===== src/rtl/disp_i2c_pkg.sv =====
package disp_i2c_pkg;
  localparam int PTR_W = 4;
  localparam int BYTE_W = 8;

  typedef struct packed {
    logic              cmdWe;
    logic              memWe;
    logic              ptrInc;
    logic [BYTE_W-1:0] wrData;
  } busStrobe_t;
endpackage


===== src/rtl/disp_i2c_ctrl.sv =====
module disp_i2c_ctrl
  import disp_i2c_pkg::*;
#(
  parameter logic [6:0] DEV_ADDR = 7'b0111001
) (
  input  logic              clk,
  input  logic              rstN,
  input  logic              sclIn,
  input  logic              sdaIn,
  input  logic [BYTE_W-1:0] rdData,
  output busStrobe_t        strobe,
  output logic              sdaDriveLow
);
  typedef enum logic [2:0] {
    ST_IDLE, ST_RX, ST_ACK, ST_TX, ST_RACK, ST_SKIP
  } ctrlState_t;

  localparam logic [3:0] LAST_BIT = 4'(BYTE_W - 1);
  localparam logic [3:0] FULL_CNT = 4'(BYTE_W);

  logic [1:0] sclSyncQ, sdaSyncQ;
  logic       sclPrev, sdaPrev;
  logic       sclNow, sdaNow;
  logic       sclRise, sclFall, startDet, stopDet;

  ctrlState_t        state;
  logic [3:0]        bitCnt;
  logic [BYTE_W-1:0] shiftReg;
  logic              addrPhase, isRead, firstByte, masterAck, driveLow;

  always_ff @(posedge clk) begin
    if (!rstN) begin
      sclSyncQ <= 2'b11;
      sdaSyncQ <= 2'b11;
      sclPrev  <= 1'b1;
      sdaPrev  <= 1'b1;
    end else begin
      sclSyncQ <= {sclSyncQ[0], sclIn};
      sdaSyncQ <= {sdaSyncQ[0], sdaIn};
      sclPrev  <= sclSyncQ[1];
      sdaPrev  <= sdaSyncQ[1];
    end
  end

  assign sclNow   = sclSyncQ[1];
  assign sdaNow   = sdaSyncQ[1];
  assign sclRise  = sclNow & ~sclPrev;
  assign sclFall  = ~sclNow & sclPrev;
  assign startDet = sclNow & sclPrev & sdaPrev & ~sdaNow;
  assign stopDet  = sclNow & sclPrev & ~sdaPrev & sdaNow;

  always_ff @(posedge clk) begin
    if (!rstN) begin
      state     <= ST_IDLE;
      bitCnt    <= '0;
      shiftReg  <= '0;
      addrPhase <= 1'b0;
      isRead    <= 1'b0;
      firstByte <= 1'b0;
      masterAck <= 1'b0;
      driveLow  <= 1'b0;
      strobe    <= '0;
    end else begin
      strobe <= '0;
      if (startDet) begin
        state     <= ST_RX;
        bitCnt    <= '0;
        addrPhase <= 1'b1;
        driveLow  <= 1'b0;
      end else if (stopDet) begin
        state    <= ST_IDLE;
        driveLow <= 1'b0;
      end else begin
        case (state)
          ST_RX: begin
            if (sclRise && bitCnt != FULL_CNT) begin
              shiftReg <= {shiftReg[BYTE_W-2:0], sdaNow};
              bitCnt   <= bitCnt + 4'd1;
            end else if (sclFall && bitCnt == FULL_CNT) begin
              bitCnt <= '0;
              if (addrPhase) begin
                addrPhase <= 1'b0;
                if (shiftReg[7:1] == DEV_ADDR) begin
                  isRead    <= shiftReg[0];
                  firstByte <= 1'b1;
                  driveLow  <= 1'b1;
                  state     <= ST_ACK;
                end else begin
                  state <= ST_SKIP;
                end
              end else begin
                strobe.wrData <= shiftReg;
                if (firstByte) begin
                  strobe.cmdWe <= 1'b1;
                end else begin
                  strobe.memWe  <= 1'b1;
                  strobe.ptrInc <= 1'b1;
                end
                firstByte <= 1'b0;
                driveLow  <= 1'b1;
                state     <= ST_ACK;
              end
            end
          end
          ST_ACK: begin
            if (sclFall) begin
              bitCnt <= '0;
              if (isRead) begin
                shiftReg      <= rdData;
                strobe.ptrInc <= 1'b1;
                driveLow      <= ~rdData[BYTE_W-1];
                state         <= ST_TX;
              end else begin
                driveLow <= 1'b0;
                state    <= ST_RX;
              end
            end
          end
          ST_TX: begin
            if (sclFall) begin
              if (bitCnt == LAST_BIT) begin
                driveLow <= 1'b0;
                state    <= ST_RACK;
              end else begin
                shiftReg <= {shiftReg[BYTE_W-2:0], 1'b0};
                driveLow <= ~shiftReg[BYTE_W-2];
                bitCnt   <= bitCnt + 4'd1;
              end
            end
          end
          ST_RACK: begin
            if (sclRise) begin
              masterAck <= ~sdaNow;
            end else if (sclFall) begin
              bitCnt <= '0;
              if (masterAck) begin
                shiftReg      <= rdData;
                strobe.ptrInc <= 1'b1;
                driveLow      <= ~rdData[BYTE_W-1];
                state         <= ST_TX;
              end else begin
                state <= ST_SKIP;
              end
            end
          end
          default: ;
        endcase
      end
    end
  end

  assign sdaDriveLow = driveLow;

  // the slave only moves SDA while the synchronised SCL is low
  assert_sda_moves_scl_low_R2: assert property (@(posedge clk) disable iff (!rstN)
    ((driveLow != $past(driveLow)) && !$past(startDet) && !$past(stopDet)) |-> !sclNow);

  // an ignored transfer never pulls SDA low
  assert_skip_silent_R3: assert property (@(posedge clk) disable iff (!rstN)
    (state == ST_SKIP) |-> !driveLow);

  // at most one kind of write per cycle
  assert_one_write_R5: assert property (@(posedge clk) disable iff (!rstN)
    $onehot0({strobe.cmdWe, strobe.memWe}));

  // after the host declines a byte the slave goes quiet
  assert_nack_release_R10: assert property (@(posedge clk) disable iff (!rstN)
    ($past(state) == ST_RACK && state == ST_SKIP) |-> !driveLow);
endmodule


===== src/rtl/disp_i2c_dp.sv =====
module disp_i2c_dp
  import disp_i2c_pkg::*;
#(
  parameter int DEPTH = 12
) (
  input  logic                    clk,
  input  logic                    rstN,
  input  busStrobe_t              strobe,
  output logic [BYTE_W-1:0]       rdData,
  output logic                    dispOff,
  output logic [1:0]              frameSel,
  output logic                    blinkSel,
  output logic [PTR_W-1:0]        ptr,
  output logic [DEPTH*BYTE_W-1:0] memQ
);
  localparam logic [PTR_W-1:0] LAST_PTR = PTR_W'(DEPTH - 1);
  localparam int               MEM_W    = DEPTH * BYTE_W;

  logic [PTR_W-1:0] ptrNext;
  logic [PTR_W-1:0] ptrLoad;

  assign ptrNext = (ptr == LAST_PTR) ? '0 : ptr + 1'b1;
  assign ptrLoad = (int'(strobe.wrData[PTR_W-1:0]) < DEPTH) ? strobe.wrData[PTR_W-1:0] : '0;

  always_ff @(posedge clk) begin
    if (!rstN) begin
      dispOff  <= 1'b0;
      frameSel <= '0;
      blinkSel <= 1'b0;
      ptr      <= '0;
    end else if (strobe.cmdWe) begin
      dispOff  <= strobe.wrData[7];
      frameSel <= strobe.wrData[6:5];
      blinkSel <= strobe.wrData[4];
      ptr      <= ptrLoad;
    end else if (strobe.ptrInc) begin
      ptr <= ptrNext;
    end
  end

  always_ff @(posedge clk) begin
    if (!rstN) begin
      memQ <= '0;
    end else if (strobe.memWe) begin
      for (int i = 0; i < DEPTH; i++) begin
        if (ptr == PTR_W'(i)) memQ[i*BYTE_W +: BYTE_W] <= strobe.wrData;
      end
    end
  end

  always_comb begin
    rdData = '0;
    for (int i = 0; i < DEPTH; i++) begin
      if (ptr == PTR_W'(i)) rdData = memQ[i*BYTE_W +: BYTE_W];
    end
  end

  // the pointer never addresses past the memory
  assert_ptr_in_range_R7: assert property (@(posedge clk) disable iff (!rstN)
    int'(ptr) < DEPTH);

  // stepping from the last location lands on location 0
  assert_ptr_wrap_R6: assert property (@(posedge clk) disable iff (!rstN)
    ($past(strobe.ptrInc) && !$past(strobe.cmdWe) && $past(ptr) == LAST_PTR) |-> ptr == '0);

  // memory only changes on a data write
  assert_mem_hold_R3: assert property (@(posedge clk) disable iff (!rstN)
    !$past(strobe.memWe) |-> memQ == $past(memQ));

  // a mode byte lands in the mode fields
  assert_cmd_fields_R4: assert property (@(posedge clk) disable iff (!rstN)
    $past(strobe.cmdWe) |-> {dispOff, frameSel, blinkSel} == $past(strobe.wrData[7:4]));

  logic [MEM_W-1:0] unusedW;
  assign unusedW = memQ;
endmodule


===== src/rtl/disp_i2c_slave.sv =====
module disp_i2c_slave
  import disp_i2c_pkg::*;
#(
  parameter logic [6:0] DEV_ADDR = 7'b0111001,
  parameter int         DEPTH    = 12
) (
  input  logic                    clk,
  input  logic                    rstN,
  input  logic                    sclIn,
  input  logic                    sdaIn,
  output logic                    sdaDriveLow,
  output logic                    dispOff,
  output logic [1:0]              frameSel,
  output logic                    blinkSel,
  output logic [PTR_W-1:0]        memPtr,
  output logic [DEPTH*BYTE_W-1:0] memFlat
);
  busStrobe_t        strobe;
  logic [BYTE_W-1:0] rdData;

  disp_i2c_ctrl #(.DEV_ADDR(DEV_ADDR)) u_ctrl (
    .clk        (clk),
    .rstN       (rstN),
    .sclIn      (sclIn),
    .sdaIn      (sdaIn),
    .rdData     (rdData),
    .strobe     (strobe),
    .sdaDriveLow(sdaDriveLow)
  );

  disp_i2c_dp #(.DEPTH(DEPTH)) u_dp (
    .clk     (clk),
    .rstN    (rstN),
    .strobe  (strobe),
    .rdData  (rdData),
    .dispOff (dispOff),
    .frameSel(frameSel),
    .blinkSel(blinkSel),
    .ptr     (memPtr),
    .memQ    (memFlat)
  );
endmodule


===== config.mk =====
export PLATFORM = sky130hd
export DESIGN_NAME = disp_i2c_slave
export DESIGN_NICKNAME = d
export VERILOG_FILES = /design/src/rtl/disp_i2c_pkg.sv /design/src/rtl/disp_i2c_ctrl.sv /design/src/rtl/disp_i2c_dp.sv /design/src/rtl/disp_i2c_slave.sv
export SDC_FILE = /design/constraint.sdc
export NUM_CORES = 1
export LEC_CHECK = 0
export ABC_AREA = 0
export BUFFER_PORTS_ARGS = -buffer_cell sky130_fd_sc_hd__clkbuf_2
export CAP_MARGIN = 20
export CORE_MARGIN = 2
export CORE_UTILIZATION = 30
export DETAILED_ROUTE_END_ITERATION = 6
export PLACE_DENSITY = 0.53
export SYNTH_ARGS = -nofsm -noshare
export SYNTH_HDL_FRONTEND = slang
export SYNTH_SLANG_ARGS = --single-unit

===== constraint.sdc =====
create_clock -name clk -period 4.1 [get_ports clk]
set_clock_uncertainty 0.1 [all_clocks]
set_input_delay 0 -clock clk [delete_from_list [all_inputs] [get_ports clk]]
set_output_delay 0 -clock clk [all_outputs]
set_load 0.01 [all_outputs]

==> results_dict.tcl <==
set metrics [dict create \
    status "complete, no violations" \
    antenna_left 0 \
    drive_gt1_frac 0.165 \
    grt_pass1_vias 6197 \
    cts_inserted_buffers 17 \
    max_stage_delay_ns 0.81 \
    portBuffers 108 \
    ys_warn_count 0 \
    drc 0 \
    start_util 0.307 \
    place_area_mm2 0.00742 \
    clk_latency_ns 0.44 \
    antenna_found_initial 0 \
    power.total_mw 3.04 \
    synthCells 895 \
    dp_slack_ns 1.07 \
    die_h_um 154 \
    worstMarginPinSlew_ns 1.04 \
    layout_common_cells "nand2_1 (226), a21oi_1 (148), dfxtp_1 (141)" \
    p_sw_frac 0.235 \
    yosysSeqAreaShare 0.419 \
    core_mm2 0.0220 \
    drv_cap 0 \
    seqPwrFrac 0.457 \
    finalHoldViolCount 0 \
    track_usage 0.206 \
    fin_nets 980 \
    path_class "flip-flop to flip-flop" \
    vias 6839 \
    grt_max_degree 61 \
    async_flop_share 0 \
    design_area_mm2 0.00807 \
    maxSlewHeadroom 0.297 \
    wirelength_mm 24.4 \
    syn_to_final_growth_pct 19.8 \
    power_frac_comb 0.023 \
    num_io_pins 109 \
    first_pass_iters 5 \
    cp.arrival_ns 3.26 \
    ctsLongestPathBuffers 2 \
    required_ns 4.29 \
    cts_sinks 141 \
    synth_edf_count 0 \
    min_path_type "flip-flop to flip-flop" \
    cts.root.buffer_cell "clkbuf_16" \
    ir_worst_vdd_mv 0.244 \
    num_rows 54 \
    synth_area_mm2 0.00674 \
    power_frac_clock 0.520 \
    drv_slew 0 \
    drtIter0Drc 796 \
    antennaDiodeCount 0 \
    grt_setup_unrepaired "no" \
    dp.final_hpwl_mm 17.0 \
    setup_viol 0 \
    cts_resized 0 \
    synthFlopType "dfxtp_1" \
    routabilityCongestion 0.907 \
    grt_pass1_wl_mm 37.7 \
    vias_per_cell 5.41 \
    p_per_area_mw_per_mm2 376 \
    period_share 0.749 \
    p_leak_nw 2.77 \
    mostFrequentLayoutCell "nand2_1" \
    chipWidth_um 154 \
    fin_util 0.368 \
    yosys.cell_types.count 62 \
    max_freq_mhz 325 \
    syn-num-nets 905 \
    clk_pin_slew_ns 0.07 \
    intPower_mw 2.32 \
    crit_path_start_kind "flip-flop" \
    end_kind "flip-flop" \
    grt_overflow 0 \
    tns_ns 0 \
    ys_ff_latch 141 \
    path_max_fanout 26 \
    timing.final.ws_setup_ns 1.03 \
    nFillCells 2284 \
    cp_cell_sequence "ha_1 -> nand3b_1 -> a221oi_1 -> a2111oi_0 -> nor4_1 -> a2111oi_4 -> a211oi_2" \
    cts_tree "done" \
    slowest_stage "ha_1" \
    wl_per_cell_um 19.3 \
    htree_levels 4 \
    p_switching_uw 715 \
    post-route-min-period_ns 3.07 \
    die-area_mm2 0.0237 \
    avgSynthCellArea_um2 7.53 \
    cts_setup_buffers 0 \
]
cell type report:
cell class | instances | area, um^2 | area share
multi-input combinational | 669 | 3570 | 0.443
sequential | 141 | 2820 | 0.350
timing repair buffer | 118 | 641 | 0.0794
clock buffer | 18 | 439 | 0.0544
tap | 280 | 350 | 0.0434
clock inverter | 14 | 158 | 0.0195
inverter | 23 | 87.6 | 0.0109
registers in the layout, indices dropped and copies added (netlist names):
name and cells:
u_dp.dispOff 1, u_ctrl.sdaPrev 1, u_ctrl.addrPhase 1, u_ctrl.bitCnt 4
u_ctrl.sdaSyncQ 2, u_dp.memQ 96, u_ctrl.isRead 1, u_ctrl.shiftReg 8
u_ctrl.sdaDriveLow 1, u_ctrl.firstByte 1, u_ctrl.sclSyncQ 2, u_dp.blinkSel 1
u_ctrl.sclPrev 1, u_dp.frameSel 2, u_ctrl.masterAck 1, u_ctrl.strobe 11
u_ctrl.state 3, u_dp.ptr 4
power by group through the flow:
| stage | Clock [mW] | Combinational, mW | Sequential (mW) |
|---|---|---|---|
| finish | 1.58 | 0.0690 | 1.39 |
| CTS | 1.60 | 0.0689 | 1.39 |
| global placement | 0 | 0.0652 | 1.42 |
| global route | 1.67 | 0.0750 | 1.39 |
| floorplan | 0 | 0.0552 | 1.41 |
| detailed placement | 0 | 0.0653 | 1.42 |
metal layers:
layer  vias up  GRT usage  wire length [um]
li1       3279          -                 -
met1      3248      0.302             11700
met2       279      0.308             10700
met3        33     0.0358              1670
met4         0     0.0632               387
met5         -          0                 0
critical path, delay by kind of cell (launching register included):
family	cells	cell delay (ns)
AOI/OAI and AO/OA	4	1.15
adders and majority gates	1	0.81
DFF	1	0.46
and+or+nand+nor	2	0.40
cells in the mapped netlist (all sizes together) (3+ instances only):
cell type,number,area (um^2)
a2111oi,8,109
a211oi,6,55.1
a21oi,148,741
a221oi,9,97.6
a22o,3,26.3
a22oi,7,52.6
a2bb2oi,4,35.0
a31oi,9,56.3
and2,7,43.8
buf,12,67.6
clkbuf,50,188
dfxtp,141,2820
ha,6,75.1
inv,23,86.3
mux2i,9,90.1
nand2,226,848
nand2b,21,131
nand3,27,135
nand3b,13,97.6
nor2,49,184
nor2b,13,81.3
nor3,11,60.1
nor4,9,56.3
o211ai,5,37.5
o21a,5,37.5
o21ai,29,145
o221a,3,33.8
o221ai,4,41.3
o22ai,8,50.1
o31ai,3,22.5
or2,3,18.8
final timing paths:
kind | from | cells after the start | slack, ns | to
min | u_ctrl.sdaSyncQ[0]$_SDFF_PN1_ | 1 | 0.31 | u_ctrl.sdaSyncQ[1]$_SDFF_PN1_
min reg2reg | u_ctrl.sdaSyncQ[0]$_SDFF_PN1_ | 1 | 0.31 | u_ctrl.sdaSyncQ[1]$_SDFF_PN1_
max reg2reg | u_dp.ptr[0]$_SDFFE_PN0P_ | 7 | 1.03 | u_ctrl.shiftReg[5]$_SDFFE_PN0P_
max | u_dp.ptr[0]$_SDFFE_PN0P_ | 7 | 1.03 | u_ctrl.shiftReg[5]$_SDFFE_PN0P_
logic make-up after synthesis:
| kind of cell | synth area share |
|---|---|
| buffers and inverters | 0.0507 |
| AOI/OAI and AO/OA | 0.249 |
| DFF | 0.419 |
| and+or+nand+nor | 0.256 |
| adders and majority gates | 0.0111 |
| xor gates and xnor gates | 0.00130 |
| muxes | 0.0134 |
per-stage QoR:
stage	cells	hold WS (ns)
finish	1263	0.305
global route	1263	0.314
CTS	1263	0.307
detailed placement	1226	0.0926
global placement	1226	0.0894
floorplan	895	-0.0270
what timing repair did:
item,CTS,global route
endpoints found under the setup margin,0,0
endpoints found under the hold margin,11,0
hold buffers,5,0
(Power assumes the default switching activity.)
